## config.mk

```make
export PLATFORM = sky130hd
export DESIGN_NAME = lane_mix_unit
export DESIGN_NICKNAME = d
export VERILOG_FILES = /design/src/rtl/lmu_pkg.sv /design/src/rtl/lmu_ctrl.sv /design/src/rtl/lmu_datapath.sv /design/src/rtl/lane_mix_unit.sv
export SDC_FILE = /design/constraint.sdc
export NUM_CORES = 1
export LEC_CHECK = 0
export BUFFER_PORTS_ARGS = -buffer_cell sky130_fd_sc_hd__buf_2
export CORE_ASPECT_RATIO = 1.4
export CORE_UTILIZATION = 47
export CTS_CLUSTER_SIZE = 25
export DETAILED_ROUTE_END_ITERATION = 7
export PLACE_DENSITY = 0.78
export SYNTH_ARGS = -nofsm -noshare
export SYNTH_HDL_FRONTEND = slang
export SYNTH_SLANG_ARGS = --single-unit
```

## constraint.sdc

```tcl
create_clock -name clk -period 0.85 [get_ports clk]
set_input_delay 0.0425 -clock clk [delete_from_list [all_inputs] [get_ports clk]]
set_output_delay 0.0425 -clock clk [all_outputs]
set_load 0.01 [all_outputs]
```

## src/rtl/lmu_pkg.sv

```systemverilog
package lmu_pkg;

  typedef enum logic [3:0] {
    OP_NRW_S8   = 4'h0,
    OP_NRW_U8   = 4'h1,
    OP_NRW_S16  = 4'h2,
    OP_MIX8_LO  = 4'h3,
    OP_MIX8_HI  = 4'h4,
    OP_MIX16_LO = 4'h5,
    OP_MIX16_HI = 4'h6,
    OP_MIX32_LO = 4'h7,
    OP_MIX32_HI = 4'h8
  } lmu_op_e;

  typedef enum logic [2:0] {
    SEL_ZERO  = 3'd0,
    SEL_NRW8  = 3'd1,
    SEL_NRW16 = 3'd2,
    SEL_MIX8  = 3'd3,
    SEL_MIX16 = 3'd4,
    SEL_MIX32 = 3'd5
  } lmu_sel_e;

  typedef struct packed {
    logic     load;
    lmu_sel_e sel;
    logic     unsignedSat;
    logic     upperHalf;
  } lmu_ctrl_t;

endpackage

```

## src/rtl/lmu_ctrl.sv

```systemverilog
module lmu_ctrl
  import lmu_pkg::*;
(
  input  logic       clk,
  input  logic       rstN,
  input  logic       inValid,
  input  logic [3:0] opCode,
  output lmu_ctrl_t  ctrl,
  output logic       outValid
);

  always_comb begin
    ctrl.load        = inValid;
    ctrl.sel         = SEL_ZERO;
    ctrl.unsignedSat = 1'b0;
    ctrl.upperHalf   = 1'b0;
    case (opCode)
      OP_NRW_S8:   ctrl.sel = SEL_NRW8;
      OP_NRW_U8: begin
        ctrl.sel         = SEL_NRW8;
        ctrl.unsignedSat = 1'b1;
      end
      OP_NRW_S16:  ctrl.sel = SEL_NRW16;
      OP_MIX8_LO:  ctrl.sel = SEL_MIX8;
      OP_MIX8_HI: begin
        ctrl.sel       = SEL_MIX8;
        ctrl.upperHalf = 1'b1;
      end
      OP_MIX16_LO: ctrl.sel = SEL_MIX16;
      OP_MIX16_HI: begin
        ctrl.sel       = SEL_MIX16;
        ctrl.upperHalf = 1'b1;
      end
      OP_MIX32_LO: ctrl.sel = SEL_MIX32;
      OP_MIX32_HI: begin
        ctrl.sel       = SEL_MIX32;
        ctrl.upperHalf = 1'b1;
      end
      default:     ctrl.sel = SEL_ZERO;
    endcase
  end

  always_ff @(posedge clk or negedge rstN) begin
    if (!rstN) outValid <= 1'b0;
    else       outValid <= inValid;
  end

endmodule

```

## src/rtl/lmu_datapath.sv

```systemverilog
module lmu_datapath
  import lmu_pkg::*;
#(
  parameter int DATA_W = 64
) (
  input  logic              clk,
  input  logic              rstN,
  input  lmu_ctrl_t         ctrl,
  input  logic [DATA_W-1:0] opA,
  input  logic [DATA_W-1:0] opB,
  output logic [DATA_W-1:0] outData
);

  localparam int HALF_W   = DATA_W / 2;
  localparam int N_SRC16  = DATA_W / 16;
  localparam int N_SRC32  = DATA_W / 32;
  localparam int N_BYTE_H = HALF_W / 8;
  localparam int N_WORD_H = HALF_W / 16;

  function automatic logic [7:0] clampByte(input logic signed [15:0] v, input logic uns);
    if (uns) begin
      if (v < 16'sd0)        return 8'h00;
      else if (v > 16'sd255) return 8'hFF;
      else                   return v[7:0];
    end
    if (v > 16'sd127)       return 8'h7F;
    else if (v < -16'sd128) return 8'h80;
    else                    return v[7:0];
  endfunction

  function automatic logic [15:0] clampWord(input logic signed [31:0] v);
    if (v > 32'sd32767)       return 16'h7FFF;
    else if (v < -32'sd32768) return 16'h8000;
    else                      return v[15:0];
  endfunction

  logic [DATA_W-1:0] nrw8;
  logic [DATA_W-1:0] nrw16;
  logic [DATA_W-1:0] mix8;
  logic [DATA_W-1:0] mix16;
  logic [DATA_W-1:0] mix32;
  logic [HALF_W-1:0] halfA;
  logic [HALF_W-1:0] halfB;
  logic [DATA_W-1:0] nextData;

  assign halfA = ctrl.upperHalf ? opA[DATA_W-1:HALF_W] : opA[HALF_W-1:0];
  assign halfB = ctrl.upperHalf ? opB[DATA_W-1:HALF_W] : opB[HALF_W-1:0];

  for (genvar i = 0; i < N_SRC16; i++) begin : g_nrw8
    assign nrw8[8*i +: 8]           = clampByte(opA[16*i +: 16], ctrl.unsignedSat);
    assign nrw8[8*(N_SRC16+i) +: 8] = clampByte(opB[16*i +: 16], ctrl.unsignedSat);
  end

  for (genvar i = 0; i < N_SRC32; i++) begin : g_nrw16
    assign nrw16[16*i +: 16]           = clampWord(opA[32*i +: 32]);
    assign nrw16[16*(N_SRC32+i) +: 16] = clampWord(opB[32*i +: 32]);
  end

  for (genvar i = 0; i < N_BYTE_H; i++) begin : g_mix8
    assign mix8[16*i +: 8]     = halfA[8*i +: 8];
    assign mix8[16*i + 8 +: 8] = halfB[8*i +: 8];
  end

  for (genvar i = 0; i < N_WORD_H; i++) begin : g_mix16
    assign mix16[32*i +: 16]      = halfA[16*i +: 16];
    assign mix16[32*i + 16 +: 16] = halfB[16*i +: 16];
  end

  assign mix32 = {halfB, halfA};

  always_comb begin
    case (ctrl.sel)
      SEL_NRW8:  nextData = nrw8;
      SEL_NRW16: nextData = nrw16;
      SEL_MIX8:  nextData = mix8;
      SEL_MIX16: nextData = mix16;
      SEL_MIX32: nextData = mix32;
      default:   nextData = '0;
    endcase
  end

  always_ff @(posedge clk or negedge rstN) begin
    if (!rstN)          outData <= '0;
    else if (ctrl.load) outData <= nextData;
  end

endmodule

```

## src/rtl/lane_mix_unit.sv

```systemverilog
module lane_mix_unit
  import lmu_pkg::*;
#(
  parameter int DATA_W = 64
) (
  input  logic              clk,
  input  logic              rstN,
  input  logic              inValid,
  input  logic [3:0]        opCode,
  input  logic [DATA_W-1:0] opA,
  input  logic [DATA_W-1:0] opB,
  output logic              outValid,
  output logic [DATA_W-1:0] outData
);

  lmu_ctrl_t ctrl;

  lmu_ctrl u_ctrl (
    .clk      (clk),
    .rstN     (rstN),
    .inValid  (inValid),
    .opCode   (opCode),
    .ctrl     (ctrl),
    .outValid (outValid)
  );

  lmu_datapath #(.DATA_W(DATA_W)) u_dp (
    .clk     (clk),
    .rstN    (rstN),
    .ctrl    (ctrl),
    .opA     (opA),
    .opB     (opB),
    .outData (outData)
  );

endmodule

```

==> results of run 1 <==
==> cells by family after synthesis <==
group | Yosys count | synth area share, %
AO/OA/AOI/OAI | 381 | 45.7
AND/OR/NAND/NOR | 246 | 19.5
buffers and inverters | 81 | 5.47
flip-flops | 65 | 26.8
multiplexers | 14 | 2.33
XOR/XNOR | 1 | 0.145
==> synthesized netlist by cell type (9+ instances only) <==
| cell type | count | area [um2] |
|---|---|---|
| nor2_1 | 81 | 304 |
| nand2_1 | 70 | 263 |
| dfrtp_1 | 65 | 1630 |
| o21ai_0 | 59 | 295 |
| a21oi_1 | 52 | 260 |
| a22oi_1 | 52 | 390 |
| clkbuf_1 | 52 | 195 |
| a211oi_1 | 26 | 195 |
| a221oi_1 | 24 | 210 |
| a32oi_1 | 22 | 193 |
| nand4_1 | 20 | 125 |
| nor4_1 | 18 | 113 |
| o21a_1 | 15 | 113 |
| a31oi_1 | 14 | 87.6 |
| mux2i_1 | 13 | 130 |
| o2111ai_1 | 12 | 105 |
| a211o_1 | 10 | 87.6 |
| buf_2 | 10 | 50.1 |
| a21boi_0 | 9 | 67.6 |
| a221o_1 | 9 | 90.1 |
| inv_1 | 9 | 33.8 |
| nor2b_1 | 9 | 56.3 |
| o211ai_1 | 9 | 67.6 |
| o221ai_1 | 9 | 78.8 |
| or3_1 | 9 | 56.3 |
==> per-stage QoR <==
step           setup slack (ns)  cell area, um2  std cells
4_1_cts                  -0.684           11000       1385
3_5_place_dp              -1.20            9350       1311
3_3_place_gp              -1.19            9350       1311
2_1_floorplan            -0.901            6640        788
==> metal layers <==
metal	global-route usage, %	overflow
met4	71.5	4
met1	68.2	0
met5	5.00	0
met3	39.3	0
met2	93.1	1
==> repair_timing <==
action                                 4_1_cts
gates resized for setup                    199
endpoints found under the hold margin       69
hold buffers                                 5
setup buffers                               49
setup endpoints to repair                  129
cloned                                       7
pin swaps                                   84
==> out/summary.json, run 1 <==
{
  "synth-main-ff-cell": {"value": "dfrtp_1"},
  "initial_core_util": {"value": 48.7, "unit": "%"},
  "post_synth_inst_count": {"value": 788},
  "die_height": {"value": 136, "unit": "um"},
  "cts.htree.levels": {"value": 3},
  "cts-root-to-sink-buffers": {"value": 2},
  "port-buffer-count": {"value": 199},
  "postSynthNetCount": {"value": 923},
  "stop_stage": {"value": "global routing"},
  "synth_edf_count": {"value": 0},
  "dp.final_hpwl": {"value": 26000, "unit": "um"},
  "cts_sinks": {"value": 65},
  "cts.root.buffer_cell": {"value": "clkbuf_16"},
  "synth-seq-cells": {"value": 65},
  "io_pins": {"value": 200},
  "gr-total-overflow": {"value": 5},
  "first_global_vias": {"value": 11400},
  "syn_area": {"value": 6060, "unit": "um2"},
  "outcome": {"value": "stopped before the end"},
  "netlist-cell-type-count": {"value": 65},
  "cts-buffers-inserted": {"value": 9},
  "count_of_warnings_emitted_by_yosys": {"value": 0},
  "gpl.final_weighted_congestion": {"value": 1.08},
  "rows": {"value": 48},
  "grt_pass1_wl": {"value": 68100, "unit": "um"},
  "grt.total_usage": {"value": 67.6, "unit": "%"},
  "grt_max_degree": {"value": 66},
  "die_w": {"value": 98.0, "unit": "um"},
  "synth_area_per_cell": {"value": 7.69, "unit": "um2"},
  "synthArstFlopShare": {"value": 100, "unit": "%"},
  "yosysSeqAreaShare": {"value": 26.8, "unit": "%"},
  "toolErrorMsg": {"value": "[ERROR GRT-0116] Global routing finished with congestion. Check the congestion regions in the DRC Viewer."}
}
==> run 2, diff against run 1 <==
--- a/config.mk
+++ b/config.mk
@@ -6,11 +6,9 @@
 export NUM_CORES = 1
 export LEC_CHECK = 0
 export BUFFER_PORTS_ARGS = -buffer_cell sky130_fd_sc_hd__buf_2
-export CORE_ASPECT_RATIO = 1.4
-export CORE_UTILIZATION = 47
-export CTS_CLUSTER_SIZE = 25
+export CORE_UTILIZATION = 40
 export DETAILED_ROUTE_END_ITERATION = 7
-export PLACE_DENSITY = 0.78
+export PLACE_DENSITY_LB_ADDON = 0.15
 export SYNTH_ARGS = -nofsm -noshare
 export SYNTH_HDL_FRONTEND = slang
 export SYNTH_SLANG_ARGS = --single-unit
==> constraint.sdc (replaced) <==
create_clock -name clk -period 1.1 [get_ports clk]
set_input_delay 0.055 -clock clk [delete_from_list [all_inputs] [get_ports clk]]
set_output_delay 0.055 -clock clk [all_outputs]
set_load 0.01 [all_outputs]
==> out/summary.json, run 2 <==
{
  "post_synth_inst_count": {"value": 788, "change": "unchanged"},
  "hold_class": {"value": "in2reg"},
  "synth_compound_gate_area_share": {"value": 45.7, "unit": "%", "change": "unchanged"},
  "synth_xor_area_share": {"value": 0.145, "unit": "%", "change": "unchanged"},
  "synth-main-ff-cell": {"value": "dfrtp_1"},
  "worst_ep_required_time": {"value": 1.33, "unit": "ns"},
  "synth_top_family_by_area": {"value": "compound AO/OA/AOI/OAI gates"},
  "cts-root-to-sink-buffers": {"value": 2, "change": "unchanged"},
  "yosys-mux-area-fraction": {"value": 2.33, "unit": "%", "change": "unchanged"},
  "rows": {"value": 44, "change": "-8.3%"},
  "first_global_vias": {"value": 8871},
  "vias": {"value": 9701},
  "setup_repair_after_global_routing_missed_its_margin": {"value": "yes"},
  "cts.root.buffer_cell": {"value": "clkbuf_16"},
  "int_pwr": {"value": 0.00626, "unit": "W"},
  "synth_simple_gate_area_share": {"value": 19.5, "unit": "%", "change": "unchanged"},
  "setup.worst_path.end_class": {"value": "flop"},
  "max_cap_viol_count": {"value": 0},
  "setup-violations-final": {"value": 64},
  "die_height": {"value": 125, "unit": "um", "change": "-8.3%"},
  "leak_pwr": {"value": 5.07, "unit": "nW"},
  "clock_power_share": {"value": 30.2, "unit": "%"},
  "synthArstFlopShare": {"value": 100, "unit": "%", "change": "unchanged"},
  "syn_area": {"value": 6060, "unit": "um2", "change": "unchanged"},
  "final_count_of_pins_violating_max_slew": {"value": 0},
  "reg2regPathDepth": {"value": 1},
  "mostFrequentLayoutCell": {"value": "buf_4"},
  "synthDominantAreaCellType": {"value": "dfrtp_1"},
  "avgRoutedWirePerCell": {"value": 25.0, "unit": "um"},
  "critical_path.max_fanout": {"value": 5},
  "gr_met2_demand_resource": {"value": 65.7, "unit": "%"},
  "final.period_utilization": {"value": 147, "unit": "%"},
  "violations": {"value": "DRC, setup timing"},
  "min_delay_path_depth": {"value": 3},
  "registers.top_by_ff_count": {"value": "u_dp.outData"},
  "timing_hold_violations_final": {"value": 0},
  "number_of_search_and_repair_iterations_in_the_first_detailed_routing_pass": {"value": 8},
  "syn2layout_area_growth": {"value": 89.1, "unit": "%"},
  "final.min_clock_period": {"value": 1.62, "unit": "ns"},
  "cts.htree.levels": {"value": 3, "change": "unchanged"},
  "drive_gt1_share": {"value": 58.1, "unit": "%"},
  "timing.slew.headroom": {"value": 59.8, "unit": "%"},
  "commonest_cells_after_routing_fill_and_taps_aside": {"value": "250 x buf_4, 189 x buf_2, 65 x dfrtp_1, 63 x nand2_1, 63 x nor2_1"},
  "clk_transition_reported_paths": {"value": 0.06, "unit": "ns"},
  "outcome": {"value": "finished with violations"},
  "count_of_warnings_emitted_by_yosys": {"value": 0, "change": "unchanged"},
  "synth_edf_count": {"value": 0, "change": "unchanged"},
  "drt-total-wl": {"value": 35700, "unit": "um"},
  "die-area": {"value": 15600, "unit": "um2"},
  "grt_pass1_wl": {"value": 51400, "unit": "um"},
  "gr-total-overflow": {"value": 0},
  "port-buffer-count": {"value": 199, "change": "unchanged"},
  "grt_util_met1": {"value": 57.3, "unit": "%"},
  "sequentialPowerShare": {"value": 28.5, "unit": "%"},
  "synth-seq-cells": {"value": 65, "change": "unchanged"},
  "initial_core_util": {"value": 41.4, "unit": "%", "change": "-7.4 points"},
  "switching_portion_of_total_power": {"value": 36.0, "unit": "%"},
  "post-synth-top-count-cell": {"value": "nor2_1"},
  "final_antenna_net_count": {"value": 0},
  "gpl.final_weighted_congestion": {"value": 1.09, "change": "+0.94%"},
  "yosys.area.top_type_share": {"value": 26.8, "unit": "%", "change": "unchanged"},
  "power_density": {"value": 855, "unit": "nW/um2"},
  "synth_adder_area_share": {"value": 0, "unit": "%", "change": "unchanged"},
  "yosysSeqAreaShare": {"value": 26.8, "unit": "%", "change": "unchanged"},
  "whs": {"value": 0.00159, "unit": "ns"},
  "dp.final_hpwl": {"value": 25000, "unit": "um", "change": "-3.9%"},
  "tritoncts": {"value": "built"},
  "netlist-cell-type-count": {"value": 65, "change": "unchanged"},
  "drt-vias-per-instance": {"value": 6.79},
  "largestRegisters": {"value": "u_dp.outData (64), u_ctrl.outValid (1)"},
  "setup.reg_to_reg.worst_slack": {"value": 0.16, "unit": "ns"},
  "setup_ws": {"value": -0.521, "unit": "ns"},
  "gr-max-usage-layer": {"value": "met2"},
  "design.core.area": {"value": 14600, "unit": "um2"},
  "use_met3": {"value": 9.29, "unit": "%"},
  "worst-slew-pin-transition": {"value": 0.602, "unit": "ns"},
  "ir_worst_vdd": {"value": 0.868, "unit": "mV"},
  "insertion_delay": {"value": 0.34, "unit": "ns"},
  "nFillCells": {"value": 1009},
  "antenna_found_initial": {"value": 1},
  "cts-buffers-inserted": {"value": 9, "change": "unchanged"},
  "drt_iter0_markers": {"value": 1241},
  "cp_data_arrival_time": {"value": 1.85, "unit": "ns"},
  "fin_skew": {"value": 0, "unit": "ns"},
  "p_sw": {"value": 0.00353, "unit": "W"},
  "post_synth_most_frequent_cells": {"value": "81 x nor2_1, 70 x nand2_1, 65 x dfrtp_1"},
  "worst-setup-path-type": {"value": "in2reg"},
  "postSynthNetCount": {"value": 923, "change": "unchanged"},
  "synth_area_per_cell": {"value": 7.69, "unit": "um2", "change": "unchanged"},
  "antenna_cells": {"value": 0},
  "largest_register_ff_count": {"value": 64},
  "cells_taking_the_most_area_after_synthesis": {"value": "dfrtp_1 27%, a22oi_1 6.4%, nor2_1 5.0%"},
  "comb_power_share": {"value": 41.3, "unit": "%"},
  "cts_sinks": {"value": 65, "change": "unchanged"},
  "placement.setup.worst_slack": {"value": -0.906, "unit": "ns", "change": "+0.294 ns"},
  "io_pins": {"value": 200, "change": "unchanged"},
  "max_freq": {"value": 617, "unit": "MHz"},
  "type_of_origin_of_the_critical_path": {"value": "input port"},
  "die_w": {"value": 125, "unit": "um", "change": "+28%"},
  "grt_max_degree": {"value": 66},
  "grt.total_usage": {"value": 43.0, "unit": "%"},
  "finalNetCount": {"value": 1375},
  "detail_route.drc_violations": {"value": 20}
}
## run 2: cell counts after synthesis
No cell type changed its count.
## run 2: layout make-up
| cell class | instances | area (um2) | area share, % |
|---|---|---|---|
| clock buffers | 11 | 233 | 2.03 |
| clock inverters | 5 | 56.3 | 0.491 |
| inverters | 10 | 37.5 | 0.328 |
| multi-input cells | 643 | 5370 | 46.8 |
| flip-flops and latches | 65 | 1630 | 14.2 |
| well taps | 184 | 230 | 2.01 |
| repair buffers | 511 | 3910 | 34.1 |
## run 2: final timing paths
check                            startpoint                to
min                                  opA[1]   u_dp.outData[1]
min in group asynchronous              rstN  u_dp.outData[58]
max                                 opA[58]  u_dp.outData[16]
min reg2reg                u_dp.outData[47]  u_dp.outData[47]
max reg2reg                 u_dp.outData[8]   u_dp.outData[8]
max in group asynchronous              rstN  u_dp.outData[46]
## run 2: what timing repair did
item                       in CTS  in global routing
buffers inserted               30                 11
hold buffers                    3                  0
hold endpoints to repair       67                  0
setup endpoints to repair      64                 64
resized for setup             178                 98
pin swaps                      69                 54
gates cloned                    3                  2
## run 2: per-layer routing
metal | part of all wire [%] | up-vias
met4 | 6.0 | 2
met1 | 38 | 4584
li1 | - | 4097
met2 | 44 | 834
met3 | 13 | 184
met5 | 0.039 | -
## run 2: power groups by stage
| stage | clock [W] | sequential [W] | combinational, W |
|---|---|---|---|
| after floorplan | 0 | 0.00293 | 0.00125 |
| after global placement | 0 | 0.00282 | 0.00328 |
| after detailed placement | 0 | 0.00282 | 0.00331 |
| after CTS | 0.00295 | 0.00278 | 0.00369 |
| after global routing | 0.00307 | 0.00281 | 0.00419 |
| final | 0.00296 | 0.00279 | 0.00404 |
## run 2: critical path, cell delays in order
cell and delay, ns:
buf_2 0.13, or4_4 0.53, or3_4 0.40, o21bai_4 0.19
or2_4 0.20, a31oi_1 0.09, a211o_1 0.24
## run 2: per-stage QoR
step | area [um2] | std cells | TNS (ns) | total power [W] | util, %
4_1_cts | 10900 | 1420 | -16.90 | 0.00942 | 74.5
2_1_floorplan | 6640 | 788 | -26.82 | 0.00418 | -
6_report | 11500 | 1429 | -18.91 | 0.00979 | 78.2
5_1_grt | 11500 | 1429 | -20.81 | 0.0101 | 78.2
3_3_place_gp | 9580 | 1370 | -46.29 | 0.00610 | 65.4
3_5_place_dp | 9580 | 1370 | -47.09 | 0.00613 | 65.4
## run 2: kinds of logic after synthesis
family	Yosys count
DFF	65
and+or+nand+nor	246
buffers and inverters	81
xor gates and xnor gates	1
muxes	14
AOI/OAI and AO/OA	381
No activity file was read; power rests on OpenSTA's default activity.
==> run 3, diff against run 2 <==
--- a/config.mk
+++ b/config.mk
@@ -5,10 +5,12 @@
 export SDC_FILE = /design/constraint.sdc
 export NUM_CORES = 1
 export LEC_CHECK = 0
+export ABC_CLOCK_PERIOD_IN_PS = 1100
 export BUFFER_PORTS_ARGS = -buffer_cell sky130_fd_sc_hd__buf_2
-export CORE_UTILIZATION = 40
+export CORE_UTILIZATION = 52
 export DETAILED_ROUTE_END_ITERATION = 7
 export PLACE_DENSITY_LB_ADDON = 0.15
+export SKIP_LAST_GASP = 1
 export SYNTH_ARGS = -nofsm -noshare
 export SYNTH_HDL_FRONTEND = slang
 export SYNTH_SLANG_ARGS = --single-unit
==> out/summary.json, run 3 <==
{
  "outcome": {"value": "stopped before the end"},
  "stop_stage": {"value": "global routing"},
  "toolErrorMsg": {"value": "[ERROR GRT-0116] Global routing finished with congestion. Check the congestion regions in the DRC Viewer."},
  "netlist-cell-type-count": {"value": 65, "change": "unchanged"},
  "cells_taking_the_most_area_after_synthesis": {"value": "dfrtp_1 27%, a22oi_1 6.4%, nor2_1 5.0%"},
  "synthArstFlopShare": {"value": 100, "unit": "%", "change": "unchanged"},
  "postSynthNetCount": {"value": 923, "change": "unchanged"},
  "synth_edf_count": {"value": 0, "change": "unchanged"},
  "port-buffer-count": {"value": 199, "change": "unchanged"},
  "gpl.final_weighted_congestion": {"value": 1.25, "change": "+14%"},
  "synth-seq-cells": {"value": 65, "change": "unchanged"},
  "post_synth_most_frequent_cells": {"value": "81 x nor2_1, 70 x nand2_1, 65 x dfrtp_1"},
  "yosys.area.top_type_share": {"value": 26.8, "unit": "%", "change": "unchanged"},
  "yosysSeqAreaShare": {"value": 26.8, "unit": "%", "change": "unchanged"},
  "cts_sinks": {"value": 65, "change": "unchanged"},
  "post_synth_inst_count": {"value": 788, "change": "unchanged"},
  "synth-main-ff-cell": {"value": "dfrtp_1"},
  "cts-buffers-inserted": {"value": 9, "change": "unchanged"},
  "post-synth-top-count-cell": {"value": "nor2_1"},
  "count_of_warnings_emitted_by_yosys": {"value": 0, "change": "unchanged"},
  "cts.htree.levels": {"value": 3, "change": "unchanged"},
  "dp.final_hpwl": {"value": 24200, "unit": "um", "change": "-3.1%"},
  "cts.root.buffer_cell": {"value": "clkbuf_16"},
  "grt_pass1_wl": {"value": 75400, "unit": "um"},
  "gr-total-overflow": {"value": 104},
  "grt.total_usage": {"value": 84.5, "unit": "%"},
  "first_global_vias": {"value": 12400},
  "synthDominantAreaCellType": {"value": "dfrtp_1"},
  "rows": {"value": 39, "change": "-11%"},
  "die_height": {"value": 110, "unit": "um", "change": "-12%"},
  "io_pins": {"value": 200, "change": "unchanged"},
  "syn_area": {"value": 6060, "unit": "um2", "change": "unchanged"},
  "cts-root-to-sink-buffers": {"value": 2, "change": "unchanged"},
  "die_w": {"value": 110, "unit": "um", "change": "-12%"},
  "synth_area_per_cell": {"value": 7.69, "unit": "um2", "change": "unchanged"},
  "initial_core_util": {"value": 53.3, "unit": "%", "change": "+12 points"},
  "grt_max_degree": {"value": 66}
}
run 3: cell counts after synthesis:
No cell type changed its count.
run 3: kinds of logic after synthesis:
logic type | synth area share (%)
and+or+nand+nor | 19.5
buffers and inverters | 5.47
DFF | 26.8
xor gates and xnor gates | 0.145
AOI/OAI and AO/OA | 45.7
muxes | 2.33
run 3: what timing repair did:
item,4_1_cts
setup endpoints to repair,64
endpoints found under the hold margin,69
gates cloned,10
hold buffers,5
buffers inserted,32
pin swaps,58
gates resized for setup,155
run 3: stage by stage:
step                worst slack [ns]  instances  cell area (um2)  util (%)  hold slack, ns
floorplan                     -0.664        788             6640         -          -0.241
global placement              -0.896       1317             9400      82.7          0.0993
detailed placement            -0.977       1317             9400      82.7           0.101
CTS                           -0.443       1379            10800      95.2        0.000508
run 3: layer usage:
metal	GRT overflow	GRT usage [%]
met5	1	40.6
met4	42	86.9
met3	1	71.1
met2	56	98.0
met1	4	84.5
